**config.mk**
```make
export PLATFORM = sky130hd
export DESIGN_NAME = ampm_prefetch
export DESIGN_NICKNAME = d
export VERILOG_FILES = /design/src/rtl/ampm_pkg.sv /design/src/rtl/ampm_zone_dir.sv /design/src/rtl/ampm_map_store.sv /design/src/rtl/ampm_match.sv /design/src/rtl/ampm_prefetch.sv
export SDC_FILE = /design/constraint.sdc
export NUM_CORES = 2
export LEC_CHECK = 0
export BUFFER_PORTS_ARGS = -buffer_cell sky130_fd_sc_hd__buf_2
export CAP_MARGIN = 10
export CORE_MARGIN = 1.5
export CORE_UTILIZATION = 40
export CTS_BUF_LIST = sky130_fd_sc_hd__clkbuf_8
export DETAILED_ROUTE_END_ITERATION = 12
export GPL_TIMING_DRIVEN = 0
export PLACE_DENSITY_LB_ADDON = 0.15
export REMOVE_ABC_BUFFERS = 1
export SYNTH_ARGS = -nofsm -noshare
export SYNTH_HDL_FRONTEND = slang
export SYNTH_SLANG_ARGS = --single-unit
```
**constraint.sdc**
```tcl
create_clock -name clk -period 14 [get_ports clk]
set_input_delay 3.5 -clock clk [delete_from_list [all_inputs] [get_ports clk]]
set_output_delay 3.5 -clock clk [all_outputs]
set_load 0.005 [all_outputs]
```
**src/rtl/ampm_pkg.sv**
```systemverilog
package ampm_pkg;

  typedef enum logic [1:0] {
    LS_IDLE    = 2'd0,
    LS_SEEN    = 2'd1,
    LS_FETCHED = 2'd2,
    LS_CONFIRM = 2'd3
  } line_st_e;

  function automatic logic is_used(input logic [1:0] st);
    return (st == LS_SEEN) || (st == LS_CONFIRM);
  endfunction

endpackage

```
**src/rtl/ampm_zone_dir.sv**
```systemverilog
module ampm_zone_dir #(
  parameter int TAG_W = 26,
  parameter int ZONES = 8,
  localparam int WAY_W = $clog2(ZONES)
) (
  input  logic             clk,
  input  logic             rst,
  input  logic [TAG_W-1:0] lk_tag,
  output logic             hit,
  output logic [WAY_W-1:0] hit_way,
  output logic [WAY_W-1:0] victim_way,
  input  logic             touch_en,
  input  logic [WAY_W-1:0] touch_way,
  input  logic             alloc_en
);

  logic [TAG_W-1:0] tag_q [ZONES];
  logic [ZONES-1:0] vld_q;
  logic [WAY_W-1:0] age_q [ZONES];
  logic [ZONES-1:0] hit_vec;

  for (genvar g = 0; g < ZONES; g++) begin : g_cmp
    assign hit_vec[g] = vld_q[g] && (tag_q[g] == lk_tag);
  end

  assign hit = |hit_vec;

  always_comb begin
    hit_way    = '0;
    victim_way = '0;
    for (int i = 0; i < ZONES; i++) begin
      if (hit_vec[i]) hit_way = WAY_W'(i);
      if (age_q[i] == WAY_W'(ZONES - 1)) victim_way = WAY_W'(i);
    end
  end

  always_ff @(posedge clk) begin
    if (rst) begin
      vld_q <= '0;
      for (int i = 0; i < ZONES; i++) age_q[i] <= WAY_W'(i);
    end else if (touch_en) begin
      for (int i = 0; i < ZONES; i++) begin
        if (WAY_W'(i) == touch_way) age_q[i] <= '0;
        else if (age_q[i] < age_q[touch_way]) age_q[i] <= age_q[i] + 1'b1;
      end
      if (alloc_en) begin
        tag_q[touch_way] <= lk_tag;
        vld_q[touch_way] <= 1'b1;
      end
    end
  end

  AST_TAG_UNIQUE: assert property (@(posedge clk) disable iff (rst)
    $onehot0(hit_vec));

  AST_VICTIM_OLDEST: assert property (@(posedge clk) disable iff (rst)
    touch_en && alloc_en |-> touch_way == victim_way);

endmodule

```
**src/rtl/ampm_map_store.sv**
```systemverilog
module ampm_map_store #(
  parameter int ZONES = 8,
  parameter int LINES = 64,
  localparam int WAY_W = $clog2(ZONES),
  localparam int OFF_W = $clog2(LINES)
) (
  input  logic                  clk,
  input  logic [WAY_W-1:0]      rd_way,
  output logic [LINES-1:0][1:0] rd_row,
  input  logic                  clr_en,
  input  logic                  wr_en,
  input  logic [WAY_W-1:0]      wr_way,
  input  logic [OFF_W-1:0]      wr_off,
  input  logic [1:0]            wr_st
);

  logic [LINES-1:0][1:0] map_q [ZONES];

  assign rd_row = map_q[rd_way];

  always_ff @(posedge clk) begin
    if (clr_en) map_q[wr_way] <= '0;
    if (wr_en)  map_q[wr_way][wr_off] <= wr_st;
  end

endmodule

```
**src/rtl/ampm_match.sv**
```systemverilog
module ampm_match
  import ampm_pkg::*;
#(
  parameter int LINES   = 64,
  parameter int STRIDES = 8,
  localparam int OFF_W = $clog2(LINES)
) (
  input  logic [LINES-1:0][1:0] row,
  input  logic [OFF_W-1:0]      t,
  output logic [STRIDES-1:0]    cand
);

  localparam logic [OFF_W:0] LIM = (OFF_W + 1)'(LINES);

  logic [OFF_W:0] ext;
  assign ext = {1'b0, t};

  for (genvar g = 0; g < STRIDES; g++) begin : g_stride
    localparam logic [OFF_W:0] S1 = (OFF_W + 1)'(g + 1);
    localparam logic [OFF_W:0] S2 = (OFF_W + 1)'(2 * (g + 1));
    logic [OFF_W:0] lo1, lo2, hi;
    assign lo1 = ext - S1;
    assign lo2 = ext - S2;
    assign hi  = ext + S1;
    always_comb begin
      cand[g] = 1'b0;
      if (ext >= S2 && hi < LIM)
        cand[g] = is_used(row[lo1[OFF_W-1:0]]) && is_used(row[lo2[OFF_W-1:0]]) &&
                  (row[hi[OFF_W-1:0]] == LS_IDLE);
    end
  end

endmodule

```
**src/rtl/ampm_prefetch.sv**
```systemverilog
module ampm_prefetch
  import ampm_pkg::*;
#(
  parameter int LINE_W     = 32,
  parameter int ZONE_LINES = 64,
  parameter int ZONES      = 8,
  parameter int STRIDES    = 8,
  parameter int MAX_ISSUE  = 2
) (
  input  logic              clk,
  input  logic              rst,
  input  logic              acc_valid,
  output logic              acc_ready,
  input  logic [LINE_W-1:0] acc_line,
  output logic              pf_valid,
  input  logic              pf_ready,
  output logic [LINE_W-1:0] pf_line
);

  localparam int OFF_W  = $clog2(ZONE_LINES);
  localparam int TAG_W  = LINE_W - OFF_W;
  localparam int WAY_W  = $clog2(ZONES);
  localparam int CNT_W  = $clog2(MAX_ISSUE + 1);
  localparam int SIDX_W = (STRIDES > 1) ? $clog2(STRIDES) : 1;

  logic                  busy_q;
  logic [TAG_W-1:0]      tag_q;
  logic [WAY_W-1:0]      way_q;
  logic [OFF_W-1:0]      off_q;
  logic [STRIDES-1:0]    rem_q;
  logic [CNT_W-1:0]      cnt_q;
  logic [LINE_W-1:0]     pf_line_q;

  logic [TAG_W-1:0]      lk_tag;
  logic [OFF_W-1:0]      t;
  logic                  hit;
  logic [WAY_W-1:0]      hit_way, victim_way, sel_way, rd_way;
  logic [ZONE_LINES-1:0][1:0] row;
  logic [STRIDES-1:0]    match_c, cand;
  logic                  acc_fire, pf_fire;
  logic [1:0]            cur_st, new_st, wr_st;
  logic                  wr_en;
  logic [WAY_W-1:0]      wr_way;
  logic [OFF_W-1:0]      wr_off, pf_off;

  function automatic logic [SIDX_W-1:0] pick_low(input logic [STRIDES-1:0] m);
    pick_low = '0;
    for (int i = STRIDES - 1; i >= 0; i--)
      if (m[i]) pick_low = SIDX_W'(i);
  endfunction

  function automatic logic [LINE_W-1:0] mk_line(input logic [TAG_W-1:0] tg,
                                                input logic [OFF_W-1:0] o,
                                                input logic [SIDX_W-1:0] idx);
    logic [OFF_W-1:0] n;
    n = o + OFF_W'(idx) + OFF_W'(1);
    return {tg, n};
  endfunction

  assign lk_tag    = acc_line[LINE_W-1:OFF_W];
  assign t         = acc_line[OFF_W-1:0];
  assign acc_ready = !busy_q;
  assign acc_fire  = acc_valid && !busy_q;
  assign pf_valid  = busy_q;
  assign pf_line   = pf_line_q;
  assign pf_fire   = busy_q && pf_ready;
  assign pf_off    = pf_line_q[OFF_W-1:0];
  assign sel_way   = hit ? hit_way : victim_way;
  assign rd_way    = busy_q ? way_q : sel_way;

  ampm_zone_dir #(.TAG_W(TAG_W), .ZONES(ZONES)) u_dir (
    .clk        (clk),
    .rst        (rst),
    .lk_tag     (lk_tag),
    .hit        (hit),
    .hit_way    (hit_way),
    .victim_way (victim_way),
    .touch_en   (acc_fire),
    .touch_way  (sel_way),
    .alloc_en   (acc_fire && !hit)
  );

  ampm_map_store #(.ZONES(ZONES), .LINES(ZONE_LINES)) u_map (
    .clk    (clk),
    .rd_way (rd_way),
    .rd_row (row),
    .clr_en (acc_fire && !hit),
    .wr_en  (wr_en),
    .wr_way (wr_way),
    .wr_off (wr_off),
    .wr_st  (wr_st)
  );

  ampm_match #(.LINES(ZONE_LINES), .STRIDES(STRIDES)) u_match (
    .row  (row),
    .t    (t),
    .cand (match_c)
  );

  assign cand   = hit ? match_c : '0;
  assign cur_st = row[t];

  always_comb begin
    case (cur_st)
      LS_IDLE:    new_st = LS_SEEN;
      LS_FETCHED: new_st = LS_CONFIRM;
      default:    new_st = cur_st;
    endcase
    if (!hit) new_st = LS_SEEN;
  end

  assign wr_en  = acc_fire || pf_fire;
  assign wr_way = acc_fire ? sel_way : way_q;
  assign wr_off = acc_fire ? t : pf_off;
  assign wr_st  = acc_fire ? new_st : LS_FETCHED;

  always_ff @(posedge clk) begin
    if (rst) begin
      busy_q    <= 1'b0;
      rem_q     <= '0;
      cnt_q     <= '0;
      pf_line_q <= '0;
      tag_q     <= '0;
      way_q     <= '0;
      off_q     <= '0;
    end else if (acc_fire) begin
      tag_q <= lk_tag;
      way_q <= sel_way;
      off_q <= t;
      if (cand != '0) begin
        busy_q    <= 1'b1;
        pf_line_q <= mk_line(lk_tag, t, pick_low(cand));
        rem_q     <= cand & ~(STRIDES'(1) << pick_low(cand));
        cnt_q     <= CNT_W'(1);
      end
    end else if (pf_fire) begin
      if (rem_q != '0 && cnt_q < CNT_W'(MAX_ISSUE)) begin
        pf_line_q <= mk_line(tag_q, off_q, pick_low(rem_q));
        rem_q     <= rem_q & ~(STRIDES'(1) << pick_low(rem_q));
        cnt_q     <= cnt_q + 1'b1;
      end else begin
        busy_q <= 1'b0;
      end
    end
  end

  AST_PF_HOLD: assert property (@(posedge clk) disable iff (rst)
    pf_valid && !pf_ready |=> pf_valid && $stable(pf_line));

  AST_NO_ACCEPT_BUSY: assert property (@(posedge clk) disable iff (rst)
    pf_valid |-> !acc_ready);

  AST_PF_CAP: assert property (@(posedge clk) disable iff (rst)
    pf_valid |-> (cnt_q != '0) && (cnt_q <= CNT_W'(MAX_ISSUE)));

  AST_PF_FROM_IDLE: assert property (@(posedge clk) disable iff (rst)
    pf_fire |-> row[pf_off] == LS_IDLE);

  AST_PF_AHEAD: assert property (@(posedge clk) disable iff (rst)
    pf_valid |-> pf_line[OFF_W-1:0] > off_q);

  AST_PF_AFTER_ACCEPT: assert property (@(posedge clk) disable iff (rst)
    $rose(pf_valid) |-> $past(acc_valid && acc_ready));

endmodule

```
* Word level (Yosys, flattened, before mapping)
Memories as Yosys holds them, arrays and structs flattened. Index checks and enable logic that the tools add are counted.
Word-level totals: bits in registers 86, memory bits (writable) 1256, bits of input ports 36, output and inout bits 34, logic and storage cells 705, memories kept 3
Operators by class: add/sub/neg operators 33, $lt $le $gt $ge 50, eq/ne operators 49, shift operators 2, muxes and demuxes 340, bitwise logic cells 149, reduce and logical (&&, ||, !) cells 71
Memories:
- u_map.map_q | words 8, bits a word 128, rd ports 1, clocked after Yosys merged registers in 0, wr ports 1, line ampm_map_store.sv:17 | logic [LINES-1:0][1:0] map_q [ZONES];
- u_dir.tag_q | words 8, bits a word 26, rd ports 8, clocked after Yosys merged registers in 0, wr ports 1, line ampm_zone_dir.sv:17 | logic [TAG_W-1:0] tag_q [ZONES];
- u_dir.age_q | words 8, bits a word 3, rd ports 9, clocked after Yosys merged registers in 0, wr ports 8, line ampm_zone_dir.sv:19 | logic [WAY_W-1:0] age_q [ZONES];
Operator list (number):
- 2-bit binary-select mux with 6-bit select | 21
- 1-bit two-way mux | 223
- 26-bit equality test | 8
- 6-bit by 7-bit < comparator with 1-bit output (second input constant) | 22
- 3-bit two-way mux | 50
- 1-bit OR | 144
- 128-bit two-way mux | 1
- 32-bit two-way mux | 4
- 2-bit two-way mux | 32
- 7-bit < comparator (second input constant) | 8
- 8-bit two-way mux | 5
- 1-bit logical AND | 38
- 6-bit by 3-bit adder with 7-bit output (second input constant) | 4
- 2-bit equality test (second input constant) | 13
- 3-bit by 1-bit adder with 3-bit output (second input constant) | 8
- 2-bit by 1-bit equality test with 1-bit output (second input constant) | 12
- 6-bit by 4-bit greater-or-equal comparator with 1-bit output (second input constant) | 4
- 3-bit < comparator | 8
- 6-bit by 3-bit subtractor with 6-bit output (second input constant) | 4
- 6-bit by 4-bit subtractor with 6-bit output (second input constant) | 4
- 3-bit equality test (second input constant) | 7
- 2-bit logical NOT | 9
- 8-bit bitwise AND | 2
- 8-bit NOT | 2
- 35 further kinds | 61

* Depth between registers and ports, before layout
An unclocked memory read counts as a cell.
word-level depth 37, mapped depth 36

* By module
Synthesis repeated with hierarchy kept, for this count alone.
Unflattened totals: cell total of the unflattened synthesis 4387, area, all modules 65526.6 sq um
Modules (own cells, without submodules):
- ampm_map_store | times used 1, cells each 2365, area an instance 42114.1 sq um, sequential area each 30749.5 sq um
- ampm_zone_dir | times used 1, cells each 717, area an instance 10924.2 sq um, sequential area each 7126.8 sq um
- ampm_match | times used 1, cells each 845, area an instance 8369.3 sq um, sequential area each 0.0 sq um
- ampm_prefetch | times used 1, cells each 460, area an instance 4119.0 sq um, sequential area each 1561.5 sq um

* Least setup slack after synthesis
No wires, ideal clock.
path type input -> register, from input port acc_line[25], to register pf_line_q[4], in the netlist pf_line[4], library setup time 0.132 ns, data arrival time 9.854 ns, required time 13.868 ns, setup slack 4.014 ns, stages on the path 30, cell sequence buf_4 xor2_1 or4_1 or4_1 or2_1 and2_1 buf_2 a21oi_2 nand2_1 buf_2 clkbuf_1 a221o_1 nor2_1 nor2_1 mux4_2 or3b_2 a221o_1 o21ai_0 and4_1 o21bai_1 a21boi_0 o21ai_0 ha_1 inv_1 fa_1 a21oi_1 nor2_1 xnor2_1 a2bb2oi_1 a21oi_1
Between the ends: longest elaborated chain between the ends 35, elaborated cells between the ends (all ways) 154, classes of those cells 2 x add/sub; 33 x eq/ne; 71 x mux; 47 x reduce/logical; 1 x memory
RTL lines:
- start: declaration | line ampm_prefetch.sv:14 | input logic [LINE_W-1:0] acc_line,
- 26-bit equality test | line ampm_zone_dir.sv:23 | assign hit_vec[g] = vld_q[g] && (tag_q[g] == lk_tag);
- 1-bit logical AND | line ampm_zone_dir.sv:23
- 1-bit two-way mux | line ampm_zone_dir.sv:32 | if (hit_vec[i]) hit_way = WAY_W'(i);
- 2-bit two-way mux (2 in series) | line ampm_zone_dir.sv:32
- 3-bit two-way mux (4 in series) | line ampm_zone_dir.sv:32
- 3-bit two-way mux | line ampm_prefetch.sv:68 | assign sel_way = hit ? hit_way : victim_way;
- 3-bit two-way mux | line ampm_prefetch.sv:69 | assign rd_way = busy_q ? way_q : sel_way;
- memory read 8 x 128 bit
- (+8 left out)
- 3-bit two-way mux (8 in series) | line ampm_prefetch.sv:49 | if (m[i]) pick_low = SIDX_W'(i);
- 3-bit two-way mux | line ampm_prefetch.sv:130 | if (cand != '0) begin
- 3-bit two-way mux | line ampm_prefetch.sv:126 | end else if (acc_fire) begin
- 3-bit two-way mux | line ampm_prefetch.sv:118 | if (rst) begin
- 6-bit by 3-bit adder with 6-bit output | line ampm_prefetch.sv:56 | n = o + OFF_W'(idx) + OFF_W'(1);
- 6-bit by 1-bit adder with 6-bit output | line ampm_prefetch.sv:56
- 32-bit two-way mux | line ampm_prefetch.sv:130
- 32-bit two-way mux | line ampm_prefetch.sv:126
- end signal: assignment | line ampm_prefetch.sv:132 | pf_line_q <= mk_line(lk_tag, t, pick_low(cand));
- end signal: assignment | line ampm_prefetch.sv:138 | pf_line_q <= mk_line(tag_q, off_q, pick_low(rem_q));
- end: declaration | line ampm_prefetch.sv:32 | logic [LINE_W-1:0] pf_line_q;
Mark *: on every way between the ends. The rest lies on a longest branch, timed or not. The select of a mux whose other input is x is not followed. A chain may end at the register's enable or synchronous reset.

* Worst setup path after layout
from input port acc_line[11], to register pf_line_q[5], in the netlist pf_line[5]
Same word-level chain as after synthesis.

==> impl_metrics.yaml <==
clocking:
  deepest_clock_path_buffer_count: 3
  post_cts.resized_instances: 0
  clock_pin_slew_of_the_registers_on_the_worst_case_setup_and_hold_paths_ns: 0.06
  cts_buffers: 226
  h-tree-depth: 4
  clock_insertion_delay_worst_skew_ns: 1.11
  clock_sinks: 1342
  tritoncts: "done"
  clk_root_buffer_cell: "clkbuf_8"
  cts_hold_buffers: 0
  post_cts_buffers: 0
critical_path:
  worst-setup-path-type: "in2reg"
  crit_path_top_delay_cell: "nor2_1"
  cpLargestDelayFamily: "simple AND/OR/NAND/NOR gates"
  critPathArrivalTime_ns: 14.66
  critical_path_buf_inv_count: 7
  cp_max_fo: 18
  cpMostUsedCell: "buf_4"
  critPathRequiredTime_ns: 14.94
  cp-end-kind: "flop"
  type_of_origin_of_the_critical_path: "primary input"
  critPathMaxStageDelay_ns: 1.06
yosys:
  synth.largest_area_cell: "edfxtp_1"
  postSynth.topFlopCell: "edfxtp_1"
  per_instance_average_area_after_synthesis_um2: 10.6
  async_reset_ff_share_pct: 0
  syn_inst: 7277
  area_of_the_mapped_netlist_mm2: 0.0774
  share_of_the_synthesized_area_in_the_top_cell_type_pct: 48.7
  postSynthRegisterBits: 1342
  synth.most_common_cell: "edfxtp_1"
  yosys-top-cells-area: "edfxtp_1, mux2i_1, nor2_1"
  synth.top_cells.by_count: "edfxtp_1, nor2_1, nand2_1, mux2i_1, clkbuf_1"
  synth.lib_cells_used.distinct: 103
  number_of_synthesized_flops_with_an_enable_pin: 1256
  yosysWarnings: 0
  synth.yosys.seq_area_share_pct: 51.0
placement:
  numPortBuffers: 69
  routabilityCongestion: 1.04
  place.detailed.hpwl_mm: 250
  number_of_cells_after_detailed_placement: 9491
  dpl_cell_area_mm2: 0.0830
sta:
  headroom_to_the_max_slew_limit_pct: -7.72
  total_of_endpoints_with_negative_setup_slack_in_the_final_report: 0
  worst_pin_slew_ns: 1.62
  worst_clock_skew_ns: 0.110
  setup_repair_after_global_routing_missed_its_margin: "no"
  post-route-period-util_pct: 98.0
  maximum_operating_frequency_ghz: 0.0729
  sum_of_negative_setup_slack_ns: 0
  final_period_minus_worst_setup_slack_ns: 13.72
  final_max_slew_viol_count: 3
  final_hold_viol_count: 0
routing:
  routed-via-count: 67976
  wl_mm: 363
  post_drt_wl_per_cell_um: 36.6
  drc_errors: 0
  drtPass1Iterations: 8
  antenna_left: 0
  route.detailed.vias_per_inst: 6.85
  drt_iter0_markers: 9347
cells_and_area:
  finalNetCount: 7286
  final_layout_size_suffix_gt1_share_pct: 12.4
  instances_no_fill: 9917
  final_util_pct: 45.4
  syn2layout_area_growth_pct: 12.8
  stdcell_area_mm2: 0.0873
run:
  drv_cap: 0
die:
  die_y_um: 443
  die_x_um: 443
  ios: 70
  die-area_mm2: 0.196
  core_region_area_mm2: 0.192
  starting_utilization_of_the_core_area_pct: 40.2
  placement_rows: 161
global_route:
  grt_usage_pct: 36.0
  grt_antenna_before_repair: 20
  vias_in_the_first_global_route: 64919
  globalRouteOverflowTotal: 0
  grt_max_degree: 117
  grt_first_pass_wirelength_mm: 503
worst_hold_path:
  class_of_the_tightest_hold_or_removal_check: "reg2reg"
power_and_ir_drop:
  vdd_ir_drop_max_mv: 0.251
  leakage_power_summed_over_all_cells_uw: 0.0281
  power_density_mw_per_mm2: 291
status:
  status: "finished, violations left"
  failed_checks: "slew limit"
-- per-layer routing --
layer | part of all wire [%] | track usage, % | up-vias | wire, um
met2 | 43 | 54.1 | 4391 | 158000
met3 | 11 | 9.40 | 972 | 39800
met1 | 40 | 47.6 | 34349 | 144000
met5 | 0.022 | 0 | - | 80
met4 | 6.1 | 19.1 | 8 | 22200
li1 | - | - | 28256 | -
-- power by group --
group / switching (uW) / total, uW / internal, uW
Sequential: 381 / 5560 / 5180
Clock: 1780 / 3440 / 1660
Combinational: 11400 / 16400 / 5040
-- worst min-delay path, stage by stage (launching register included) --
cell	delay, ns
dfxtp_1	0.30
nand2_1	0.05
a21oi_1	0.06
-- final timing paths --
path              slack (ns)  cells after the start                from         end
setup / recovery        0.28                     32        acc_line[11]  pf_line[5]
hold / removal          0.45                      2           tag_q[24]   tag_q[24]
setup reg to reg        2.83                     31  u_dir.tag_q[5][16]  pf_line[5]
hold reg to reg         0.45                      2           tag_q[24]   tag_q[24]
-- logic make-up (layout without fill, tap and decap cells) --
family / count (synthesis) / after routing / share of synthesized area (%)
compound gates: 1895 / 1895 / 18.1
xor+xnor: 280 / 280 / 3.17
fa+ha+maj: 55 / 55 / 0.908
buf+inv: 646 / 751 / 3.48
flops: 1342 / 1342 / 51.0
mux: 598 / 598 / 9.01
other cells: 0 / 9 / 0
simple gates: 2461 / 2461 / 14.4
-- registers in the layout, summed over array words and instances, names as in the netlist --
signal,count
u_dir.vld_q,8
u_dir.age_q,24
u_dir.tag_q,208
tag_q,26
pf_valid,1
cnt_q,2
u_map.map_q,1024
rem_q,8
way_q,3
off_q,6
pf_line,32
-- final cells by class --
class,instances,area [um^2]
repair buffers,279,4200
inverters,57,226
multi-input cells,5289,35900
flip-flops and latches,1342,39400
well taps,2526,3160
clock buffers,235,3230
diodes,9,22.5
fillers,17821,105000
clock inverters,180,1090
-- per-stage QoR --
stage | hold slack (ns) | setup slack [ns] | power [uW]
2_1_floorplan | 0.427 | -11.89 | 14800
3_3_place_gp | 0.440 | -36.29 | 20800
3_5_place_dp | 0.447 | -0.219 | 21300
4_1_cts | 0.455 | 0.936 | 24800
5_1_grt | 0.474 | 0.415 | 26000
6_report | 0.455 | 0.280 | 25400
-- placed cells by master (no fill, tap or decap), types with 59 or more instances in the layout --
cell type | synthesis | routed
nand3_1 | 141 | 140
xor2_1 | 70 | 66
a221oi_1 | 269 | 269
edfxtp_1 | 1256 | 1256
o22ai_1 | 77 | 77
nand2_1 | 749 | 726
a211oi_1 | 121 | 117
mux4_2 | 65 | 65
mux2i_1 | 395 | 395
o21ai_0 | 210 | 210
clkinv_1 | 2 | 68
inv_1 | 53 | 109
nor3_1 | 148 | 147
o211ai_1 | 63 | 63
nor4_1 | 72 | 61
clkbuf_8 | 0 | 235
a22o_1 | 59 | 59
mux2_2 | 112 | 112
a21oi_1 | 299 | 296
dfxtp_1 | 86 | 84
buf_2 | 119 | 71
nor2_1 | 891 | 851
nand4_1 | 131 | 131
a221o_1 | 85 | 85
xnor2_1 | 210 | 204
buf_16 | 0 | 77
a22oi_1 | 221 | 221
Power figures use the tool's default switching activity.
